`config.mk`:
```
export PLATFORM = sky130hd
export DESIGN_NAME = uart_rxq
export DESIGN_NICKNAME = d
export VERILOG_FILES = /design/src/rtl/uart_rxq_pkg.sv /design/src/rtl/uart_rxq_mem.sv /design/src/rtl/uart_rxq_ctrl.sv /design/src/rtl/uart_rxq_trig.sv /design/src/rtl/uart_rxq.sv
export SDC_FILE = /design/constraint.sdc
export NUM_CORES = 1
export LEC_CHECK = 0
export BUFFER_PORTS_ARGS = -buffer_cell sky130_fd_sc_hd__buf_4
export CORE_UTILIZATION = 50
export DETAILED_ROUTE_END_ITERATION = 10
export PLACE_DENSITY_LB_ADDON = 0.12
export SLEW_MARGIN = 5
export SYNTH_ARGS = -nofsm -noshare
export SYNTH_HDL_FRONTEND = slang
export SYNTH_SLANG_ARGS = --single-unit
```
`constraint.sdc`:
```
create_clock -name clk -period 11.9 [get_ports clk]
set_input_delay 1.19 -clock clk [delete_from_list [all_inputs] [get_ports clk]]
set_output_delay 1.19 -clock clk [all_outputs]
set_load 0.01 [all_outputs]
```
`src/rtl/uart_rxq_pkg.sv`:
```
package uart_rxq_pkg;
  localparam int DATA_W = 8;
  localparam int ERR_W  = 3;

  typedef struct packed {
    logic [ERR_W-1:0]  err;
    logic [DATA_W-1:0] data;
  } rxq_entry_t;

  localparam int ENTRY_W = $bits(rxq_entry_t);
endpackage

```
`src/rtl/uart_rxq_mem.sv`:
```
module uart_rxq_mem #(
  parameter int DEPTH = 64,
  parameter int WIDTH = 11,
  localparam int AW = $clog2(DEPTH)
) (
  input  logic             clk,
  input  logic             we,
  input  logic [AW-1:0]    waddr,
  input  logic [WIDTH-1:0] wdata,
  input  logic             re,
  input  logic [AW-1:0]    raddr,
  output logic [WIDTH-1:0] rdata
);
  logic [WIDTH-1:0] ram [DEPTH];

  // single clocked process, read-first, so a block RAM can be inferred
  always_ff @(posedge clk) begin
    if (we) ram[waddr] <= wdata;
    if (re) rdata <= ram[raddr];
  end
endmodule

```
`src/rtl/uart_rxq_ctrl.sv`:
```
module uart_rxq_ctrl #(
  parameter int DEPTH = 64,
  localparam int AW = $clog2(DEPTH),
  localparam int CW = $clog2(DEPTH) + 1
) (
  input  logic          clk,
  input  logic          rst,
  input  logic          fifo_en,
  input  logic          flush,
  input  logic          wr_en,
  input  logic          rd_en,
  output logic          wr_go,
  output logic          rd_go,
  output logic [AW-1:0] wptr,
  output logic [AW-1:0] rptr,
  output logic [CW-1:0] count,
  output logic [CW-1:0] count_nxt,
  output logic          overrun,
  output logic          rd_hit
);
  logic full, empty;

  function automatic logic [AW-1:0] bump(input logic [AW-1:0] p);
    return (p == AW'(DEPTH - 1)) ? '0 : p + AW'(1);
  endfunction

  // disabled mode behaves as a one-entry holding register
  assign full  = fifo_en ? (count == CW'(DEPTH)) : (count != '0);
  assign empty = (count == '0);

  assign rd_go = rd_en && !empty && !flush;
  assign wr_go = wr_en && !flush && (!full || rd_go);

  assign count_nxt = flush ? '0 : (count + CW'(wr_go) - CW'(rd_go));

  always_ff @(posedge clk) begin
    if (rst) begin
      wptr    <= '0;
      rptr    <= '0;
      count   <= '0;
      overrun <= 1'b0;
      rd_hit  <= 1'b0;
    end else begin
      count   <= count_nxt;
      overrun <= wr_en && !flush && !wr_go;
      if (flush) begin
        wptr <= '0;
        rptr <= '0;
      end else begin
        if (wr_go) wptr <= bump(wptr);
        if (rd_go) rptr <= bump(rptr);
      end
      if (rd_en && !flush) rd_hit <= rd_go;
    end
  end
endmodule

```
`src/rtl/uart_rxq_trig.sv`:
```
module uart_rxq_trig #(
  parameter int DEPTH     = 64,
  parameter int TRIG_STEP = 4,
  parameter int SEL_LVL0  = 8,
  parameter int SEL_LVL1  = 16,
  parameter int SEL_LVL2  = 56,
  parameter int SEL_LVL3  = 60,
  localparam int CW = $clog2(DEPTH) + 1
) (
  input  logic          clk,
  input  logic          rst,
  input  logic          fifo_en,
  input  logic [1:0]    lvl_sel,
  input  logic [3:0]    prog_trig,
  input  logic [CW-1:0] count_nxt,
  output logic          trig_req
);
  logic [CW-1:0] thr;

  always_comb begin
    if (!fifo_en) begin
      thr = CW'(1);
    end else if (prog_trig != 4'd0) begin
      thr = CW'(int'(prog_trig) * TRIG_STEP);
    end else begin
      unique case (lvl_sel)
        2'd0:    thr = CW'(SEL_LVL0);
        2'd1:    thr = CW'(SEL_LVL1);
        2'd2:    thr = CW'(SEL_LVL2);
        default: thr = CW'(SEL_LVL3);
      endcase
    end
  end

  // compared against the next count so the request moves with level
  always_ff @(posedge clk) begin
    if (rst) trig_req <= 1'b0;
    else     trig_req <= (count_nxt >= thr);
  end
endmodule

```
`src/rtl/uart_rxq.sv`:
```
module uart_rxq
  import uart_rxq_pkg::*;
#(
  parameter int DEPTH     = 64,
  parameter int TRIG_STEP = 4,
  parameter int SEL_LVL0  = 8,
  parameter int SEL_LVL1  = 16,
  parameter int SEL_LVL2  = 56,
  parameter int SEL_LVL3  = 60,
  localparam int AW = $clog2(DEPTH),
  localparam int CW = $clog2(DEPTH) + 1
) (
  input  logic              clk,
  input  logic              rst,
  input  logic              fifo_en,
  input  logic              flush,
  input  logic [1:0]        lvl_sel,
  input  logic [3:0]        prog_trig,
  input  logic              wr_en,
  input  logic [DATA_W-1:0] wr_data,
  input  logic [ERR_W-1:0]  wr_err,
  input  logic              rd_en,
  output logic [DATA_W-1:0] rd_data,
  output logic [ERR_W-1:0]  rd_err,
  output logic [CW-1:0]     level,
  output logic              trig_req,
  output logic              overrun
);
  logic          wr_go, rd_go, rd_hit;
  logic [AW-1:0] wptr, rptr;
  logic [CW-1:0] count_nxt;
  rxq_entry_t    wr_ent, rd_ent;

  assign wr_ent = '{err: wr_err, data: wr_data};

  uart_rxq_ctrl #(.DEPTH(DEPTH)) u_ctrl (
    .clk(clk), .rst(rst), .fifo_en(fifo_en), .flush(flush),
    .wr_en(wr_en), .rd_en(rd_en), .wr_go(wr_go), .rd_go(rd_go),
    .wptr(wptr), .rptr(rptr), .count(level), .count_nxt(count_nxt),
    .overrun(overrun), .rd_hit(rd_hit)
  );

  uart_rxq_mem #(.DEPTH(DEPTH), .WIDTH(ENTRY_W)) u_mem (
    .clk(clk), .we(wr_go), .waddr(wptr), .wdata(wr_ent),
    .re(rd_go), .raddr(rptr), .rdata(rd_ent)
  );

  uart_rxq_trig #(
    .DEPTH(DEPTH), .TRIG_STEP(TRIG_STEP),
    .SEL_LVL0(SEL_LVL0), .SEL_LVL1(SEL_LVL1),
    .SEL_LVL2(SEL_LVL2), .SEL_LVL3(SEL_LVL3)
  ) u_trig (
    .clk(clk), .rst(rst), .fifo_en(fifo_en), .lvl_sel(lvl_sel),
    .prog_trig(prog_trig), .count_nxt(count_nxt), .trig_req(trig_req)
  );

  assign rd_data = rd_hit ? rd_ent.data : '0;
  assign rd_err  = rd_hit ? rd_ent.err  : '0;
endmodule

```
==> results of run 1 <==
## per-layer routing
metal  GRT usage  up-vias  part of all wire
li1            -     5903                 -
met1       0.341     7220              0.46
met2       0.332      466              0.45
met3      0.0426       97             0.066
met4      0.0771        0             0.025
met5           0        -                 0
## worst min-delay path, cell delays in order, from the launching register on
cell	delay, ns
sky130_fd_sc_hd__dfxtp_1	0.37
sky130_fd_sc_hd__xnor2_1	0.08
sky130_fd_sc_hd__nor2_1	0.07
## layout make-up
cell class,count,area [um^2]
Inverter,13,48.8
Sequential cell,737,21900
Clock buffer,99,2080
Multi-Input combinational cell,558,6330
Clock inverter,34,206
Tap cell,756,946
Fill cell,4201,24500
Timing Repair Buffer,56,433
## power breakdown
group | internal [uW] | switching, uW | total [uW]
clock | 1270 | 936 | 2210
combinational | 138 | 188 | 326
sequential | 2870 | 18.7 | 2890
## worst min path at each step
stage / start / endpoint / slack (ns) / depth (start not counted)
floorplan: u_ctrl.rd_hit / u_ctrl.rd_hit / 0.47 / 2
global placement: u_ctrl.wptr[2] / u_ctrl.wptr[2] / 0.53 / 2
detailed placement: u_ctrl.wptr[2] / u_ctrl.wptr[2] / 0.54 / 2
CTS: u_ctrl.wptr[2] / u_ctrl.wptr[2] / 0.56 / 2
global route: u_ctrl.wptr[2] / u_ctrl.wptr[2] / 0.61 / 2
finish: u_ctrl.wptr[2] / u_ctrl.wptr[2] / 0.56 / 2
## sequential cells by signal, indices dropped and copies added, names as in the netlist
| register | cells |
|---|---|
| u_ctrl.count | 7 |
| u_ctrl.overrun | 1 |
| u_ctrl.rd_hit | 1 |
| u_ctrl.rptr | 6 |
| u_ctrl.wptr | 6 |
| u_mem.ram | 704 |
| u_mem.rdata | 11 |
| u_trig.trig_req | 1 |
## kinds of logic after synthesis
logic type	after synthesis	share of synthesized area
adders and majority gates	16	0.00726
buffers and inverters	90	0.0136
xor gates and xnor gates	15	0.00459
AOI/OAI and AO/OA	159	0.0445
muxes	204	0.137
DFF	737	0.765
and+or+nand+nor	164	0.0273
## stage by stage
stage / cell area (um^2) / setup slack [ns]
after floorplan: 28600 / 7.44
after global placement: 29700 / 7.30
after detailed placement: 29700 / 7.26
after CTS: 32000 / 7.68
after global routing: 32000 / 7.45
final: 32000 / 7.71
## cell usage in the layout, fill, tap and decap left out, types with 4 or more instances in the layout
cell	n
sky130_fd_sc_hd__mux2i_1	53
sky130_fd_sc_hd__xnor2_1	8
sky130_fd_sc_hd__a22o_1	33
sky130_fd_sc_hd__o221ai_1	20
sky130_fd_sc_hd__a22oi_1	11
sky130_fd_sc_hd__clkinv_1	19
sky130_fd_sc_hd__mux4_2	151
sky130_fd_sc_hd__edfxtp_1	715
sky130_fd_sc_hd__a211o_1	12
sky130_fd_sc_hd__inv_1	13
sky130_fd_sc_hd__nor2_1	91
sky130_fd_sc_hd__o21ai_0	7
sky130_fd_sc_hd__clkbuf_1	17
sky130_fd_sc_hd__a211oi_1	19
sky130_fd_sc_hd__dfxtp_1	19
sky130_fd_sc_hd__buf_4	55
sky130_fd_sc_hd__nand3b_1	7
sky130_fd_sc_hd__ha_1	15
sky130_fd_sc_hd__clkbuf_16	79
sky130_fd_sc_hd__nor2b_1	7
sky130_fd_sc_hd__and2_1	16
sky130_fd_sc_hd__nand2_1	14
sky130_fd_sc_hd__o32ai_1	4
sky130_fd_sc_hd__nand3_1	7
sky130_fd_sc_hd__clkinv_2	10
sky130_fd_sc_hd__nand2b_1	6
sky130_fd_sc_hd__a21oi_1	7
sky130_fd_sc_hd__a21o_1	4
sky130_fd_sc_hd__a221oi_1	22
sky130_fd_sc_hd__o22ai_1	13
sky130_fd_sc_hd__xor2_1	7
==> PnR_summary.wiki, run 1 <==
{| class="wikitable"
! Metric !! Value
|-
| Run status || complete, no violations
|-
| Initial antenna violation count || 0
|-
| Post-DR vias/cell || 6.07
|-
| Total of cells resized after clock tree synthesis || 0
|-
| Setup repair after global routing missed its margin || no
|-
| CORE AREA || 56500 um^2
|-
| Synth-to-layout area growth || 11.7%
|-
| Final estimated routing congestion in global placement || 0.837
|-
| Worst reg-to-reg setup slack || 7.71 ns
|-
| Post-CTS repair timing setup buffer count || 0
|-
| Portion of the post-synthesis area used by sequential elements || 0.765
|-
| CTS tree || done
|-
| Worst slack on hold paths || 0.555 ns
|-
| Most used DFF post-synth || sky130_fd_sc_hd__edfxtp_1
|-
| Worst Setup Path Type || flop to flop
|-
| Sink Count || 737
|-
| Post-route insts no fill || 2253
|-
| Overall power || 5420 uW
|-
| Total number of vias || 13700
|-
| Hold buffer count at cts || 0
|-
| Die height || 241 um
|-
| Insertion delay of the later-clocked pin in the worst-skew pair || 0.61 ns
|-
| Die footprint || 58200 um^2
|-
| Number of setup violations in the final report || 0
|-
| Data required time of the worst path || 12.22 ns
|-
| Achievable frequency || 239 MHz
|-
| Count of input and output buffers || 42
|-
| Share of synthesized registers carrying an async set or reset || 0
|-
| Crit-path leading delay family || buffers and inverters
|-
| Post-Syn Instances || 1385
|-
| Setup crit start || u_ctrl.rptr[0]
|-
| Yosys warning total || 0
|-
| Post-synthesis cell type count || 47
|-
| Total routing resource utilization after global routing || 0.226
|-
| Max stage delay on crit path || 0.77 ns
|-
| Maximum level of the CTS H-tree || 3
|-
| Area share of the leading cell type in the synthesized netlist || 0.750
|-
| Maximum number of pins on one net before global-route repair || 103
|-
| Total count of hold-check failures in the final report || 0
|-
| Terminus of the critical flop-to-flop path || u_mem.rdata[5]
|-
| Number of antenna repair diodes || 0
|-
| Final Slew Violations || 0
|-
| Slowest cell on crit path || sky130_fd_sc_hd__buf_4
|-
| Vias in the first global route || 13800
|-
| Static Leak || 0.00976 uW
|-
| Setup crit end || u_mem.rdata[5]
|-
| Pwr/cell area || 170 nW/um^2
|-
| Detailed-placement wirelength estimate || 36.6 mm
|-
| Number of CTS-inserted buffers || 76
|-
| Cell depth of the worst flop-to-flop path || 6
|-
| Net count reported at finish || 1481
|-
| Share of cells above drive strength 1 || 0.209
|-
| Worst slew slack as a fraction of its limit || 0.215
|-
| Worst setup skew after layout || 0.0252 ns
|-
| Most numerous cell in the Yosys netlist || sky130_fd_sc_hd__edfxtp_1
|-
| Std-Cell Rows || 87
|-
| Final antenna-violating net count || 0
|-
| CTS Root Cell || sky130_fd_sc_hd__clkbuf_16
|-
| CTS Buffer Depth || 3
|-
| Wire length per cell after detailed routing || 28.4 um
|-
| Number of design-rule violations left by the first detailed-router iteration || 1323
|-
| Global-route wire length before repair || 93.0 mm
|-
| Path category of the worst min-delay check || flop to flop
|-
| Effective utilization at floorplan || 0.507
|-
| Die outline width || 241 um
|-
| Congestion Overflow GR || 0
|-
| Setup TNS after final layout || 0 ns
|-
| Ports || 43
|-
| Syn Nets || 1424
|-
| Area leader, netlist || sky130_fd_sc_hd__edfxtp_1
|-
| CP startpoint kind || flop
|-
| EDFF count, synth || 715
|-
| Aggregate routed wire length || 63.9 mm
|-
| Most frequent cells after synthesis || sky130_fd_sc_hd__edfxtp_1 (715), sky130_fd_sc_hd__mux4_2 (151), sky130_fd_sc_hd__nor2_1 (91)
|-
| Yosys reg bits || 737
|-
| Total standard cell area after synthesis || 28600 um^2
|-
| DRC Markers || 0
|-
| Area contributors post-synth || sky130_fd_sc_hd__edfxtp_1 (75%), sky130_fd_sc_hd__mux4_2 (12%), sky130_fd_sc_hd__mux2i_1 (1.9%)
|-
| Cell Chain, Critical Path || buf_12 > buf_4 > mux4_2 > a22o_1 > a221oi_1 > o221ai_1
|-
| Placed Cells || 2120
|-
| Count of maximum capacitance violations || 0
|-
| Largest fanout on the critical path || 102
|-
| Final min period || 4.19 ns
|-
| Launching point of the worst reg2reg path || u_ctrl.rptr[0]
|-
| Total stage count of the critical path || 6
|-
| CP Capture Type || flop
|-
| Arrival time at the worst endpoint || 4.50 ns
|-
| Number of detailed-route iterations in the first pass || 5
|-
| Share of the clock period used by the worst path after layout || 0.352
|-
| Post-route core utilization || 0.566
|-
| Avg Cell Area, Syn || 20.7 um^2
|-
| Transition time at the pin with the least slew margin || 1.17 ns
|-
| WP buf/inv || 2
|-
| Clock-pin transition on the worst setup and hold timing paths || 0.06 ns
|-
| Worst-case vdd ir drop || 0.114 mV
|}
Note: power is estimated with default switching activity, not from simulation.
==> run 2: changes to the inputs <==
Settings changed: ABC_AREA set to 1.
Clock period 11.9 ns to 3.6 ns, I/O delays scaled along.
==> run 2 against run 1 <==
  * Via count up 56%
  * Fmax up 32%
  * Worst hold slack worse by 0.49 ns
  * Sequential share of layout area down 7.2 points
  * First-iteration DRC count up 56%
  * Final cell count up 80%
  * Register-to-register slack worse by 7.3 ns
  * Sequential cell count unchanged
  * Count of clock-buffer cells in the layout up 5
  * Largest cell class unchanged
  * Combinational power rose to 5.3 times the previous value
==> PnR_summary.wiki, run 2 <==
{| class="wikitable"
! Metric !! Value
|-
| Run status || complete, no violations
|-
| Post-CTS repair timing setup buffer count || 0 (unchanged)
|-
| Wire length per cell after detailed routing || 20.2 um (-29%)
|-
| Synth-to-layout area growth || 12.3%
|-
| Number of antenna repair diodes || 0 (unchanged)
|-
| CP startpoint kind || flop
|-
| Syn Nets || 3128 (+120%)
|-
| Ports || 43 (unchanged)
|-
| Yosys warning total || 0 (unchanged)
|-
| Final Slew Violations || 0 (unchanged)
|-
| Insertion delay of the later-clocked pin in the worst-skew pair || 0.62 ns (about the same)
|-
| Net count reported at finish || 3193 (+120%)
|-
| Sequential standard cell area || 21900 um^2 (unchanged)
|-
| Setup repair after global routing missed its margin || no
|-
| Largest register FFs || 704 (unchanged)
|-
| Number of detailed-route iterations in the first pass || 6 (+1)
|-
| Count of maximum capacitance violations || 0 (unchanged)
|-
| Total routing resource utilization after global routing || 0.260 (+0.0346)
|-
| Aggregate routed wire length || 82.1 mm (+28%)
|-
| Worst setup skew after layout || 0.0196 ns (-0.00560 ns)
|-
| Total area of multi-input combinational cells || 7690 um^2 (+21%)
|-
| Std-Cell Rows || 92 (+5.7%)
|-
| Static Leak || 0.0144 uW (+48%)
|-
| Worst slew slack as a fraction of its limit || 0.272 (+0.0571)
|-
| CP Capture Type || flop
|-
| Clock-pin transition on the worst setup and hold timing paths || 0.05 ns (about the same)
|-
| Share of synthesized registers carrying an async set or reset || 0 (unchanged)
|-
| Data required time of the worst path || 4.10 ns (-8.12 ns)
|-
| Largest registers || u_mem.ram x704, u_mem.rdata x11, u_ctrl.count x7
|-
| Share of the clock period used by the worst path after layout || 0.879 (+0.528)
|-
| Post-DR vias/cell || 5.26 (-13%)
|-
| Global-route wire length before repair || 124 mm (+33%)
|-
| Area leader, netlist || sky130_fd_sc_hd__edfxtp_1
|-
| Final antenna-violating net count || 0 (unchanged)
|-
| Count of input and output buffers || 42 (unchanged)
|-
| DRC Markers || 0 (unchanged)
|-
| Transition time at the pin with the least slew margin || 1.09 ns (-0.0813 ns)
|-
| CTS Buffer Depth || 3 (unchanged)
|-
| Path category of the worst min-delay check || primary input to flop
|-
| Die outline width || 254 um (+5.4%)
|-
| Number of design-rule violations left by the first detailed-router iteration || 2065 (+56%)
|-
| Die footprint || 64600 um^2 (+11%)
|-
| CORE AREA || 63000 um^2 (+11%)
|-
| Total count of hold-check failures in the final report || 0 (unchanged)
|-
| Worst-case setup margin in the final layout || 0.434 ns (-7.28 ns)
|-
| Most used cells in the layout excluding fill and tap cells || sky130_fd_sc_hd__nand2_1 (956), sky130_fd_sc_hd__edfxtp_1 (715), sky130_fd_sc_hd__inv_1 (385)
|-
| Final min period || 3.17 ns (-1.02 ns)
|-
| Final estimated routing congestion in global placement || 0.896 (+7.0%)
|-
| Worst setup timing slack at the placement stage || 0.387 ns (-6.87 ns)
|-
| Post-synthesis cell type count || 28 (-40%)
|-
| Portion of the post-synthesis area used by sequential elements || 0.689 (-0.0765)
|-
| FILL cells || 5458 (+30%)
|-
| Share of cells above drive strength 1 || 0.0791 (-0.130)
|-
| Area share of the leading cell type in the synthesized netlist || 0.675 (-0.0750)
|-
| Register with the most flip-flops || u_mem.ram
|-
| Maximum level of the CTS H-tree || 3 (unchanged)
|-
| Initial antenna violation count || 0 (unchanged)
|-
| Worst Setup Path Type || flop to flop
|-
| Maximum number of pins on one net before global-route repair || 193 (+87%)
|-
| Post-route core utilization || 0.567 (+0.00134)
|-
| Setup TNS after final layout || 0 ns (unchanged)
|-
| Sink Count || 737 (unchanged)
|-
| Most numerous cell in the Yosys netlist || sky130_fd_sc_hd__nand2_1
|-
| Leading cell type in the layout, fill and taps excluded || sky130_fd_sc_hd__nand2_1
|-
| Congestion Overflow GR || 0 (unchanged)
|-
| Vias in the first global route || 20500 (+49%)
|-
| Number of setup violations in the final report || 0 (unchanged)
|-
| CTS tree || done
|-
| Avg Cell Area, Syn || 10.3 um^2 (-50%)
|-
| Detailed-placement wirelength estimate || 47.1 mm (+29%)
|-
| CTS Root Cell || sky130_fd_sc_hd__clkbuf_16
|-
| Largest fanout on the critical path || 8 (-92%)
|-
| Worst-case vdd ir drop || 0.416 mV (+260%)
|-
| EDFF count, synth || 715 (unchanged)
|-
| Achievable frequency || 316 MHz (+32%)
|-
| Most frequent cells after synthesis || sky130_fd_sc_hd__nand2_1 (957), sky130_fd_sc_hd__edfxtp_1 (715), sky130_fd_sc_hd__inv_1 (385)
|-
| Number of CTS-inserted buffers || 79 (+3.9%)
|-
| Yosys reg bits || 737 (unchanged)
|-
| Total number of vias || 21400 (+56%)
|-
| Total standard cell area after synthesis || 31800 um^2 (+11%)
|-
| Arrival time at the worst endpoint || 3.66 ns (-0.84 ns)
|-
| Area contributors post-synth || sky130_fd_sc_hd__edfxtp_1 (68%), sky130_fd_sc_hd__nand2_1 (11%), sky130_fd_sc_hd__nand3_1 (5.6%)
|-
| Die height || 254 um (+5.4%)
|-
| Most used DFF post-synth || sky130_fd_sc_hd__edfxtp_1
|-
| Post-Syn Instances || 3089 (+120%)
|-
| Effective utilization at floorplan || 0.505 (-0.00155)
|-
| Pwr/cell area || 535 nW/um^2 (+220%)
|}
## run 2: cell count changes after synthesis, sizes merged, moves of 33 or more
cell	change
a22o	-33
buf	+67
inv	+376
mux2i	-53
mux4	-151
nand2	+943
nand3	+348
nor2	+215
o21ai	+106
## run 2: metrics by stage
stage / cell area, um^2 / total power, uW / hold slack (ns) / cells
after global routing: 35700 / 19800 / 0.0584 / 4058
after floorplan: 31800 / 10800 / 0.456 / 3089
after detailed placement: 33200 / 11400 / 0.516 / 3917
final: 35700 / 19100 / 0.0654 / 4058
after CTS: 35700 / 19300 / 0.0371 / 4058
after global placement: 33200 / 11400 / 0.514 / 3917
## run 2: worst paths after layout
kind,slack (ns),start,endpoint,cells after the start
setup / recovery,0.43,u_ctrl.count[4],u_trig.trig_req,22
hold / removal,0.07,wr_en,u_ctrl.overrun,3
hold reg to reg,0.54,u_ctrl.wptr[1],u_ctrl.wptr[1],2
setup reg to reg,0.43,u_ctrl.count[4],u_trig.trig_req,22
## run 2: logic make-up (layout without fill, tap and decap cells)
kind of cell | count (synthesis) | count (layout) | share of synthesized area
buffers and inverters | 536 | 659 | 0.0697
DFF | 737 | 737 | 0.689
xor gates and xnor gates | 2 | 2 | 0.000551
adders and majority gates | 16 | 16 | 0.00653
and+or+nand+nor | 1646 | 1646 | 0.210
AOI/OAI and AO/OA | 152 | 152 | 0.0241
## run 2: what timing repair did
item,in CTS,in global routing
endpoints found under the hold margin,6,0
hold buffers,2,0
endpoints found under the setup margin,0,1
gates resized for setup,0,1
## run 2: layer usage
metal,vias to the layer above,wire length (um),global-route usage
met4,0,2070,0.0818
li1,10200,-,-
met5,-,0,0
met3,117,5680,0.0480
met1,10300,36200,0.365
met2,717,38100,0.413
## run 2: cell type report
cell class / instances / area share
clock inverters: 35 / 0.00855
repair buffers: 131 / 0.0305
flip-flops and latches: 737 / 0.614
clock buffers: 104 / 0.0610
multi-input cells: 1816 / 0.215
well taps: 846 / 0.0296
inverters: 389 / 0.0412
## run 2: power breakdown
| part | total, uW | internal (uW) | switching (uW) |
|---|---|---|---|
| clock | 7850 | 4600 | 3250 |
| sequential | 9540 | 9490 | 49.4 |
| combinational | 1720 | 497 | 1220 |
## run 2: critical path, cell delays in order (launching register included)
cell and delay (ns):
sky130_fd_sc_hd__dfxtp_1 0.33, sky130_fd_sc_hd__inv_1 0.08, sky130_fd_sc_hd__ha_1 0.19, sky130_fd_sc_hd__nand4_1 0.15, sky130_fd_sc_hd__nand2_2 0.16, sky130_fd_sc_hd__inv_1 0.07
sky130_fd_sc_hd__nand2_1 0.12, sky130_fd_sc_hd__nand2_1 0.08, sky130_fd_sc_hd__ha_1 0.23, sky130_fd_sc_hd__fa_1 0.46, sky130_fd_sc_hd__nand2_1 0.08, sky130_fd_sc_hd__inv_1 0.06
sky130_fd_sc_hd__o21ai_0 0.20, sky130_fd_sc_hd__nand2_1 0.08, sky130_fd_sc_hd__nor2_1 0.13, sky130_fd_sc_hd__nor3_1 0.07, sky130_fd_sc_hd__ha_1 0.28, sky130_fd_sc_hd__nand2_1 0.06
sky130_fd_sc_hd__inv_1 0.03, sky130_fd_sc_hd__nand2_1 0.06, sky130_fd_sc_hd__nand3_1 0.06, sky130_fd_sc_hd__nand2_1 0.06, sky130_fd_sc_hd__nand2_1 0.04
